$ cat src/rtl/exec_packet_issuer.sv
module exec_packet_issuer #(
  parameter int SLOTS = 8,
  parameter int IW = 32,
  localparam int PW = $clog2(SLOTS),
  localparam int FW = SLOTS * IW
) (
  input  logic          clk,
  input  logic          rst_n,
  input  logic          fp_valid,
  output logic          fp_ready,
  input  logic [FW-1:0] fp_data,
  input  logic          stall,
  input  logic          flush,
  output logic          ep_valid,
  output logic [SLOTS-1:0] ep_mask,
  output logic [FW-1:0] ep_words,
  output logic [PW-1:0] ep_start
);

  logic [FW-1:0] fp_q;
  logic          held_q;
  logic [PW-1:0] pos_q;
  logic [PW-1:0] last;
  logic          found;
  logic [PW:0]   len;

  assign ep_valid = held_q & ~stall & ~flush;
  assign fp_ready = ~held_q | flush;
  assign ep_start = pos_q;

  always_comb begin
    last  = PW'(SLOTS - 1);
    found = 1'b0;
    for (int i = 0; i < SLOTS; i++) begin
      if (!found && PW'(i) >= pos_q && (!fp_q[i*IW] || i == SLOTS - 1)) begin
        last  = PW'(i);
        found = 1'b1;
      end
    end
  end

  assign len = {1'b0, last} - {1'b0, pos_q} + (PW+1)'(1);

  always_comb begin
    for (int k = 0; k < SLOTS; k++) begin
      ep_mask[k] = ep_valid && ((PW+1)'(k) < len);
      ep_words[k*IW +: IW] = ep_mask[k] ? fp_q[(int'(pos_q) + k)*IW +: IW] : '0;
    end
  end

  always_ff @(posedge clk) begin
    if (fp_valid && fp_ready) fp_q <= fp_data;
  end

  always_ff @(posedge clk) begin
    if (!rst_n) begin
      held_q <= 1'b0;
      pos_q  <= '0;
    end else if (fp_valid && fp_ready) begin
      held_q <= 1'b1;
      pos_q  <= '0;
    end else if (flush) begin
      held_q <= 1'b0;
    end else if (ep_valid) begin
      if (last == PW'(SLOTS - 1)) held_q <= 1'b0;
      else pos_q <= last + PW'(1);
    end
  end

endmodule

$ cat config.mk
export PLATFORM = sky130hd
export DESIGN_NAME = exec_packet_issuer
export DESIGN_NICKNAME = d
export VERILOG_FILES = /design/src/rtl/exec_packet_issuer.sv
export SDC_FILE = /design/constraint.sdc
export NUM_CORES = 1
export LEC_CHECK = 0
export BUFFER_PORTS_ARGS = -buffer_cell sky130_fd_sc_hd__buf_2
export CAP_MARGIN = 20
export CORE_MARGIN = 2
export CORE_UTILIZATION = 35
export CTS_BUF_LIST = sky130_fd_sc_hd__clkbuf_4 sky130_fd_sc_hd__clkbuf_8
export DETAILED_ROUTE_END_ITERATION = 8
export PLACE_DENSITY = 0.69
export SYNTH_ARGS = -nofsm -noshare
export SYNTH_HDL_FRONTEND = slang
export SYNTH_SLANG_ARGS = --single-unit
$ cat constraint.sdc
create_clock -name clk -period 9.2 [get_ports clk]
set_input_delay 0.92 -clock clk [delete_from_list [all_inputs] [get_ports clk]]
set_output_delay 0.92 -clock clk [all_outputs]
set_load 0.01 [all_outputs]
# Yosys cells after proc, flatten, opt, wreduce, memory -nomap -nowiden
# Cells that the tools add are included.
[classes]
addsub = 10
magnitude_cmp = 16
n_eq_ne = 1
n_shift = 8
n_mux = 27
bitwise_logic = 8
reduce_logical = 42
[op_table]
columns = ["op", "n"]
rows = [
  ["$shiftx A256 B10 Y32", 7],
  ["$mux W32", 8],
  ["$shiftx A256 B9 Y32", 1],
  ["$mux W3", 8],
  ["$logic_and A1 B1 Y1", 23],
  ["$add A3 B3 Y4 const B", 4],
  ["$lt A3 B4 Y1 const A", 4],
  ["$logic_not A1 Y1", 14],
  ["$ge A3 B3 Y1 const A", 4],
  ["$mux W1", 11],
  ["$add A3 B2 Y4 const B", 2],
  ["$lt A1 B4 Y1 const A", 2],
  ["$lt A2 B4 Y1 const A", 2],
  ["$ge A1 B3 Y1 const A", 2],
  ["$ge A2 B3 Y1 const A", 2],
  ["$reduce_bool A3 Y1", 2],
  ["$not A1 Y1", 5],
  ["$add A3 B1 Y4 const B", 1],
  ["$add A4 B1 Y4 const B", 1],
  ["$sub A3 B3 Y4", 1],
  ["$add A3 B1 Y3 const B", 1],
  ["$eq A3 B3 Y1 const B", 1],
  ["$reduce_and A3 Y1", 1],
  ["$and A1 B1 Y1", 2],
  ["3 further kinds", 3],
]
[word_totals]
ff_bits = 260
in_bits = 261
out_inout_bits = 269
word_cells = 115

# Logic depth before layout (Yosys ltp)
# Gate-level depths: netlist of run 1.
[logic_depth]
depth_word = 35
depth_mapped = 17
mapped_depth_nobuf = 13

# Worst setup path after synthesis of run 1
# No wires, ideal clock.
[synth_timing]
path_kind = "input -> register"
from = "input port flush"
to = "register fp_q[0], enable pin"
setup_ns = 0.608
t_arrival_ns = 6.199
path_slack_ns = 2.393
path_stages = 3
path_buffers = 0
path_cell_list = "nand2b_1 nand2_1 inv_1"
[synth_via]
elab_chain_cells = 2
[synth_rtl]
columns = ["element", "line_no", "text"]
rows = [
  ["start: declaration", "13", "input logic flush,"],
  ["$or A1 B1 Y1", "28", "assign fp_ready = ~held_q | flush;"],
  ["$logic_and A1 B1 Y1", "52", "if (fp_valid && fp_ready) fp_q <= fp_data;"],
  ["end signal: assignment", "52", ""],
  ["end: declaration", "20", "logic [FW-1:0] fp_q;"],
]
# No other way between the ends.
# A chain may end at the register's enable or synchronous reset.

# Worst setup path after layout of run 1
[layout_timing]
from = "register pos_q[0], in the netlist ep_start[0]"
to = "output port ep_words[175]"
[layout_via]
elab_chain_cells = 35
[layout_rtl]
columns = ["element", "line_no", "text"]
rows = [
  ["start: declaration", "22", "logic [PW-1:0] pos_q;"],
  ["start signal: assignment", "66", "else pos_q <= last + PW'(1);"],
  ["$ge A1 B3 Y1", "35", "if (!found && PW'(i) >= pos_q && (!fp_q[i*IW] || i == SLOTS - 1)) begin"],
  ["$logic_and A1 B1 Y1", "35", ""],
  ["$mux W1", "35", ""],
  ["$logic_not A1 Y1", "35", ""],
  ["$logic_and A1 B1 Y1 (2 in series)", "35", ""],
  ["$mux W1", "35", ""],
  ["$logic_not A1 Y1", "35", ""],
  ["$logic_and A1 B1 Y1 (2 in series)", "35", ""],
  ["(+17 left out)", "n/a", ""],
  ["$logic_not A1 Y1", "35", ""],
  ["$logic_and A1 B1 Y1", "35", ""],
  ["$mux W3", "35", ""],
  ["$sub A3 B3 Y4", "42", "assign len = {1'b0, last} - {1'b0, pos_q} + (PW+1)'(1);"],
  ["$add A4 B1 Y4", "42", ""],
  ["$lt A3 B4 Y1", "46", "ep_mask[k] = ep_valid && ((PW+1)'(k) < len);"],
  ["$logic_and A1 B1 Y1", "46", ""],
  ["$mux W32 *", "47", "ep_words[k*IW +: IW] = ep_mask[k] ? fp_q[(int'(pos_q) + k)*IW +: IW] : '0;"],
  ["end: declaration", "16", "output logic [FW-1:0] ep_words,"],
]
# Mark *: on every way between the ends. The rest lies on a longest branch, timed or not.

==> impl_results.md, run 1 <==
- Critical Path Sink Type: output pin
- Slew headroom: 0.2291
- Slowest cell on crit path: dfxtp_4
- Worst IR Drop VDD: 0.1021 mV
- P_int: 2190 µW
- Static Leak: 0.008420 µW
- Die ar.: 0.04738 mm²
- Skew final: 9.643 ps
- Critical-path cell list: o21ai_0 -> a22oi_1 -> a22oi_1 -> a21o_1 -> ha_1 -> ha_1 -> fa_1 -> xnor2_1 -> and2_2 -> o21ai_4 -> buf_4 -> nor2_1 -> buf_2
- Max-Cap Viols: 0
- Sequential power share: 0.488
- Die width: 217.7 µm
- FILL cells: 4,300
- # resized after CTS: 0
- DRT iter0 DRCs: 1,722
- Clock Power Share: 0.394
- CTS buffer count: 48
- Crit-path max cell delay: 970 ps
- Fraction of registers with async set/reset: 0
- Top post-synthesis cells by area: edfxtp_1 48%, mux2i_1 14%, nor2_1 4.7%
- Post-route ant nets: 0
- Post-route clock period utilization: 0.7362
- HPWL after detailed placement: 40.97 mm
- Top-area cell type share of the netlist area: 0.4811
- IO Count: 530
- Net switching power: 781.5 µW
- Placeable Area: 0.04519 mm²
- Tightest Pin Transition: 1154 ps
- Layout area overhead: 25.38%
- Clock transition at the registers of the reported paths: 60 ps
- Avg Cell Area, Syn: 10.46 µm²
- Residual DRC: 0
- Area leader, netlist: edfxtp_1
- Ys Warns: 0
- Logic gate share of total power: 0.118
- Ratio of cells with drive above 1 in the final layout: 0.3371
- Post-synth cell types: 46
- Initial Util: 0.3536
- Worst hold-check path type: primary input to register
- Via density per instance: 5.695
- WL/cell: 23.23 µm
- Sw Share: 0.2630
- Grt total ovfl: 0
- Gr usage total: 0.2469
- Worst Path Max Fanout: 76
- Power Density: 148.4 mW/mm²
- Post-CTS Setup Bufs: 0
- Die Ht: 217.7 µm
- Number of flops mapped to enable cells by yosys: 256
- Min Tclk post-route: 6773 ps
- Max Buffers Root-to-Sink: 3
- Hold depth: 1
- Slew Limit Fails: 0
- Final wirelength: 61.24 mm
- RSZ-0062 raised after global routing: no
- #FFs+latches synth: 260
- Row cnt: 78
- Syn_nets: 1,795
- Vias in the first global route: 14,460
- Type of the worst setup path: register to output pin
- Placer Congestion: 0.9111
- Port Buf Inserts: 529
- Fmax: 0.1476 GHz
- CTS tree: yes
- Final setup vio count: 0
- Main flop type after synthesis: edfxtp_1
- Crit path launch type: register
- FF+latch area: 0.007776 mm²
- Via Count: 15,010
- Layout net count: 2,253
- Antenna violations before repair: 14
- First-pass GRT wire length: 88.51 mm
- Cells after Synth: 1,527
- # hold bufs at CTS: 0
- Largest net degree at the start of global routing: 169
- Commonest non-fill, non-tap cell in the layout: buf_2
- Worst r2r path cells: 9
- TNS Setup: 0 ps
- Hold_ws: 481.8 ps
- Register area share after synthesis: 0.4861
- 1st-pass router iterations: 7
- H-tree depth: 2
- Worst-Skew Late Latency: 600 ps
- Commonest cells after routing, fill and taps aside: 529 x buf_2, 256 x edfxtp_1, 225 x mux2i_1, 196 x nand2_1, 196 x nor2_1
- Final number of hold-violating endpoints: 0
- Clock sinks: 260
- CTS Root Cell: clkbuf_8
- Status: finished, final reports clean
- Mapped Area: 0.01598 mm²
- Area of the multi-input gates: 0.007574 mm²
- Arr. time, crit path: 5850 ps
- Req. time, crit path: 8280 ps
worst paths after layout:
kind               start             to  slack (ps)
max          ep_start[0]  ep_words[175]        2430
min           fp_data[9]        fp_q[9]         480
max reg2reg  ep_start[0]    ep_start[1]        5720
min reg2reg       held_q         held_q         770
worst max-delay path: cells and delay by family (launching register included):
family                     cells  cell delay [ps]
and+or+nand+nor                2             1130
buffers and inverters          2              520
adders and majority gates      3              830
xor gates and xnor gates       1              340
AOI/OAI and AO/OA              5             1410
DFF                            1              970
Yosys cell counts, types with 6 or more instances:
cell type    n
edfxtp_1   256
mux2i_1    225
nor2_1     198
nand2_1    196
a21oi_1     99
and3_1      64
a211oi_1    63
clkbuf_1    60
buf_2       54
a22oi_1     34
a31oi_1     33
mux4_2      32
nand3_1     32
a211o_1     31
nor2b_1     31
o22ai_1     31
buf_1       12
buf_4       11
inv_1       11
ha_1         6
power groups by stage:
stage,Combinational (µW),Clock [µW],Sequential (µW)
final,352,1170,1450
after global routing,381,1240,1460
after CTS,348,1200,1450
after detailed placement,346,0,1470
after global placement,343,0,1470
after floorplan,206,0,1460
state kept, by name (all words and copies together), names as in the netlist:
name,count
held_q,1
ep_start,3
fp_q,256
routing by layer:
layer / track usage / up-vias / part of all wire
met5: 0 / - / 0.00026
met4: 0.1210 / 2 / 0.044
met3: 0.05955 / 181 / 0.11
met2: 0.3856 / 1024 / 0.46
met1: 0.3209 / 7168 / 0.39
li1: - / 6637 / -
through the flow:
stage                     setup WS [ps]  cell area [µm²]  power [µW]  utilization  std cells
final                              2427            20030        2972       0.4433       2636
after global routing               2100            20020        3081       0.4431       2632
after CTS                          2436            20000        2995       0.4426       2623
after detailed placement           3160            19020        1818       0.4209       2535
after global placement             3246            19020        1812       0.4209       2535
after floorplan                    2393            15980        1668            -       1527
area by class of cell:
cell class | instances | share of cell area
clock inverter | 21 | 0.008307
inverter | 13 | 0.003123
tap | 600 | 0.03747
antenna | 13 | 0.001624
sequential | 260 | 0.3882
timing repair buffer | 550 | 0.1425
multi-input combinational | 1112 | 0.3781
clock buffer | 67 | 0.04072
cell families (layout without fill, tap and decap cells):
kind of cell | Yosys count | after routing | synth area share
compound gates | 309 | 309 | 0.1274
xor+xnor | 1 | 1 | 0.0005483
fa+ha+maj | 8 | 8 | 0.006578
buf+inv | 155 | 651 | 0.04558
flops | 260 | 260 | 0.4861
mux | 259 | 259 | 0.1875
other cells | 0 | 13 | 0
simple gates | 535 | 535 | 0.1463
Power figures use the tool's default switching activity.
==> inputs of run 2 (changes only) <==
- PLACE_DENSITY: 0.69 -> 0.71
- clock period: 9.2 -> 5.9 ns (I/O delays scaled with it)
==> run 2 against run 1 <==
Compared with the run above:
- sequential share of layout area fell by 0.28 points
- design area is 0.75% higher
- die area stayed put
- clock skew is 7.6 ps higher
- highest routed layer unchanged
==> impl_results.md, run 2 (same netlist as run 1, synthesis figures left out) <==
- Status: finished, final reports clean
- Req. time, crit path: 5310 ps
- Fmax: 0.1781 GHz
- Gr usage total: 0.2501
- Arr. time, crit path: 5030 ps
- Post-route ant nets: 0
- Slew headroom: 0.3093
- # hold bufs at CTS: 0
- Row cnt: 78
- Placer Congestion: 0.9416
- Slew Limit Fails: 0
- Max reg flops: 256
- Commonest non-fill, non-tap cell in the layout: buf_2
- Hold_ws: 134.4 ps
- Sequential power share: 0.478
- IO Count: 530
- Logic gate share of total power: 0.117
- CTS buffer count: 48
- Final Util: 0.4467
- Crit path launch type: register
- Port Buf Inserts: 529
- Net switching power: 1243 µW
- CTS Root Cell: clkbuf_8
- Via density per instance: 5.777
- 1st-pass router iterations: 7
- Critical Path Sink Type: output pin
- Sw Share: 0.2629
- CTS tree: yes
- Clock Power Share: 0.405
- Worst-Skew Late Latency: 630 ps
- Min Tclk post-route: 5616 ps
- Post-place instance area: 0.01910 mm²
- Grt total ovfl: 0
- Commonest cells after routing, fill and taps aside: 529 x buf_2, 256 x edfxtp_1, 225 x mux2i_1, 196 x nand2_1, 196 x nor2_1
- DRT iter0 DRCs: 1,733
- Clock sinks: 260
- Skew final: 17.24 ps
- Die ar.: 0.04738 mm²
- Worst Path Max Fanout: 25
- Type of the worst setup path: register to output pin
- WL/cell: 23.51 µm
- Tightest Pin Transition: 1036 ps
- Fin area: 0.02018 mm²
- Final number of hold-violating endpoints: 0
- Layout area overhead: 26.32%
- Worst IR Drop VDD: 0.2454 mV
- Largest net degree at the start of global routing: 136
- HPWL after detailed placement: 43.18 mm
- Post-route clock period utilization: 0.9519
- TNS Setup: 0 ps
- Placed insts: 2,548
- Ratio of cells with drive above 1 in the final layout: 0.3418
- Clock transition at the registers of the reported paths: 60 ps
- Final setup vio count: 0
- Static Leak: 0.008501 µW
- Final wirelength: 62.37 mm
- H-tree depth: 2
- Power Density: 234.2 mW/mm²
- Antenna violations before repair: 19
- Residual DRC: 0
- Die Ht: 217.7 µm
- Placeable Area: 0.04519 mm²
- Die width: 217.7 µm
- Reg2reg setup slack: 2970 ps
- RSZ-0062 raised after global routing: no
- Final Non-Filler Cells: 2,653
- P_int: 3484 µW
- Layout net count: 2,269
- Vias in the first global route: 14,650
- Worst hold-check path type: primary input to register
- Max Buffers Root-to-Sink: 3
- Max-Cap Viols: 0
- Top reg by flops: fp_q
- Initial Util: 0.3536
- First-pass GRT wire length: 89.58 mm
- Via Count: 15,330
==> run 2: power by group through the flow <==
stage               registers, µW  clock network, µW  logic, µW
global placement             2290                  0        531
floorplan                    2270                  0        321
detailed placement           2290                  0        543
finish                       2260               1910        553
global route                 2270               2030        599
CTS                          2260               1960        547
==> run 2: final cells by class <==
cell class                      count  area, µm²
Clock buffer                       58      735.7
Fill cell                        4241      25000
Timing Repair Buffer              566       2963
Inverter                           13      58.81
Tap cell                          600      750.7
Sequential cell                   260       7779
Multi-Input combinational cell   1112       7574
Clock inverter                     30      287.8
Antenna cell                       14      35.03
==> run 2: path summary, 6_finish.rpt <==
check	startpoint	endpoint	depth (start not counted)
worst min-delay path	fp_data[114]	fp_q[114]	1
worst max-delay path	ep_start[1]	ep_words[200]	14
worst max register to register	ep_start[1]	ep_start[2]	9
worst min register to register	ep_start[1]	ep_start[1]	2
==> run 2: critical path, stage by stage (launching register included) <==
cell	delay [ps]
dfxtp_4	600
nand3_1	170
a22oi_1	470
a22oi_1	180
a21o_1	220
ha_1	180
ha_1	230
fa_1	440
xnor2_1	210
and2_2	250
buf_4	220
o21ai_4	550
buf_4	420
nor2_1	100
buf_2	160
==> run 2: through the flow <==
stage | setup WS, ps | power [µW]
final | 283.8 | 4727
after detailed placement | 657.5 | 2836
after global routing | 2.106 | 4900
after CTS | 51.01 | 4760
after global placement | 901.7 | 2820
after floorplan | 710.1 | 2593
==> run 2: what timing repair did <==
item                       4_1_cts  5_1_grt
pin swaps                        1        0
resized for setup                0        1
setup endpoints to repair        5      113
setup buffers                    3        0
==> run 2: routing by layer <==
metal / GRT usage / part of all wire / vias up
li1: - / - / 6686
met1: 0.3190 / 0.38 / 7274
met2: 0.3925 / 0.45 / 1129
met3: 0.05969 / 0.11 / 228
met4: 0.1345 / 0.052 / 10
met5: 0 / 0.0012 / -
==> inputs of run 3 (changes only) <==
- CTS_BUF_LIST: sky130_fd_sc_hd__clkbuf_4 sky130_fd_sc_hd__clkbuf_8 -> unset
==> run 3 against run 2 <==
Compared with the run above:
- register-to-register slack about the same
- routed wire length down 0.62%
- global-route usage down 0.35 points
- sequential share of layout area about the same
- clock skew down 0.94 ps
- first-iteration DRC count up 4.4%
==> impl_results.md, run 3 (same netlist as run 1, synthesis figures left out) <==
- Status: finished, final reports clean
- Die width: 217.7 µm
- Via density per instance: 5.761
- Clock sinks: 260
- Type of the worst setup path: register to output pin
- Port Buf Inserts: 529
- Residual DRC: 0
- Placeable Area: 0.04519 mm²
- Slew headroom: 0.2996
- Initial Util: 0.3536
- Die ar.: 0.04738 mm²
- # hold bufs at CTS: 0
- Via Count: 15,070
- Fmax: 0.1775 GHz
- Layout net count: 2,249
- Final setup vio count: 0
- Min Tclk post-route: 5635 ps
- Max-Cap Viols: 0
- CTS Root Cell: clkbuf_16
- H-tree depth: 1
- FILL cells: 4,210
- FF+latch area: 0.007779 mm²
- TNS Setup: 0 ps
- Power Density: 240.7 mW/mm²
- 1st-pass router iterations: 8
- Skew final: 16.30 ps
- Top reg by flops: fp_q
- Critical Path Sink Type: output pin
- Static Leak: 0.008483 µW
- Grt total ovfl: 0
- Commonest non-fill, non-tap cell in the layout: buf_2
- Tightest Pin Transition: 1051 ps
- Placer Congestion: 0.9416
- Antenna violations before repair: 17
- Area of the multi-input gates: 0.007574 mm²
- WL/cell: 23.69 µm
- Die Ht: 217.7 µm
- HPWL after detailed placement: 43.18 mm
- DRT iter0 DRCs: 1,809
- Crit path launch type: register
- Vias in the first global route: 14,470
- CTS tree: yes
- Arr. time, crit path: 5040 ps
- Gr usage total: 0.2466
- Worst hold-check path type: primary input to register
- Max reg flops: 256
- Worst Path Max Fanout: 25
- RSZ-0062 raised after global routing: no
- Max Buffers Root-to-Sink: 3
- Post-route clock period utilization: 0.9550
- Layout area overhead: 26.44%
- Commonest cells after routing, fill and taps aside: 529 x buf_2, 256 x edfxtp_1, 225 x mux2i_1, 196 x nand2_1, 196 x nor2_1
- Row cnt: 78
- Pwr Total: 4862 µW
- CTS buffer count: 31
- First-pass GRT wire length: 89.07 mm
- Post-route ant nets: 0
- Req. time, crit path: 5310 ps
- Ratio of cells with drive above 1 in the final layout: 0.3333
- Largest net degree at the start of global routing: 136
- Final number of hold-violating endpoints: 0
- Clock transition at the registers of the reported paths: 70 ps
- Final wirelength: 61.99 mm
- IO Count: 530
- Worst IR Drop VDD: 0.2032 mV
- Worst-Skew Late Latency: 570 ps
- Slew Limit Fails: 0
[run 3: cell types whose count changed in the layout (fill, tap and decap cells not counted)]
cell and delta:
clkbuf_8 -48, clkinv_4 +1, diode_2 -2, clkinv_1 -8, clkbuf_1 +2, clkbuf_16 +31
bufinv_16 +1, buf_4 -3, inv_6 -1, clkbuf_4 -10
[run 3: critical path: stages, from the launching register on]
cell and delay (ps):
dfxtp_4 600, nand3_1 190, a22oi_1 460, a22oi_1 180, a21o_1 220, ha_1 180
ha_1 230, fa_1 440, xnor2_1 210, and2_2 250, o21ai_4 710, buf_4 430
a211oi_1 120, buf_2 210
[run 3: power breakdown]
group / internal (µW) / switching [µW]
logic: 228 / 325
registers: 2170 / 90.6
clock network: 1260 / 795
total: 3650 / 1210
[run 3: path summary, 6_finish.rpt]
kind                                   start       endpoint  slack [ps]  cells past startpoint
worst min-delay path            fp_data[234]      fp_q[234]         180                      1
worst max register to register   ep_start[1]    ep_start[2]        2970                      9
worst max-delay path             ep_start[1]  ep_words[149]         270                     13
worst min register to register   ep_start[1]    ep_start[1]         720                      2
[run 3: cell type report]
class / count / area share
Sequential cell: 260 / 0.3850
Multi-Input combinational cell: 1112 / 0.3749
Timing Repair Buffer: 563 / 0.1455
Clock buffer: 33 / 0.03877
Tap cell: 600 / 0.03716
Clock inverter: 23 / 0.01424
Inverter: 13 / 0.002911
Antenna cell: 12 / 0.001486
[run 3: layer usage]
layer	vias to the layer above	share of wire	track usage
met4	8	0.047	0.1180
met2	1044	0.46	0.3907
met5	-	0.00097	0
met3	190	0.11	0.05021
li1	6612	-	-
met1	7216	0.39	0.3225
[run 3: metrics by stage]
step                      cell area (µm²)  worst slack [ps]  cells  hold slack, ps  utilization
after floorplan                     15980             710.1   1527           688.9            -
after global placement              19080             901.7   2547           708.0       0.4222
after detailed placement            19100             657.5   2548           708.6       0.4227
after CTS                           20170             31.21   2604           153.9       0.4464
after global routing                20200             64.75   2613           159.4       0.4469
final                               20200             265.3   2616           179.8       0.4471
[run 3: timing repair]
| action | CTS | global route |
|---|---|---|
| endpoints found under the setup margin | 0 | 77 |
| buffers inserted | 0 | 0 |
| gates resized for setup | 0 | 1 |
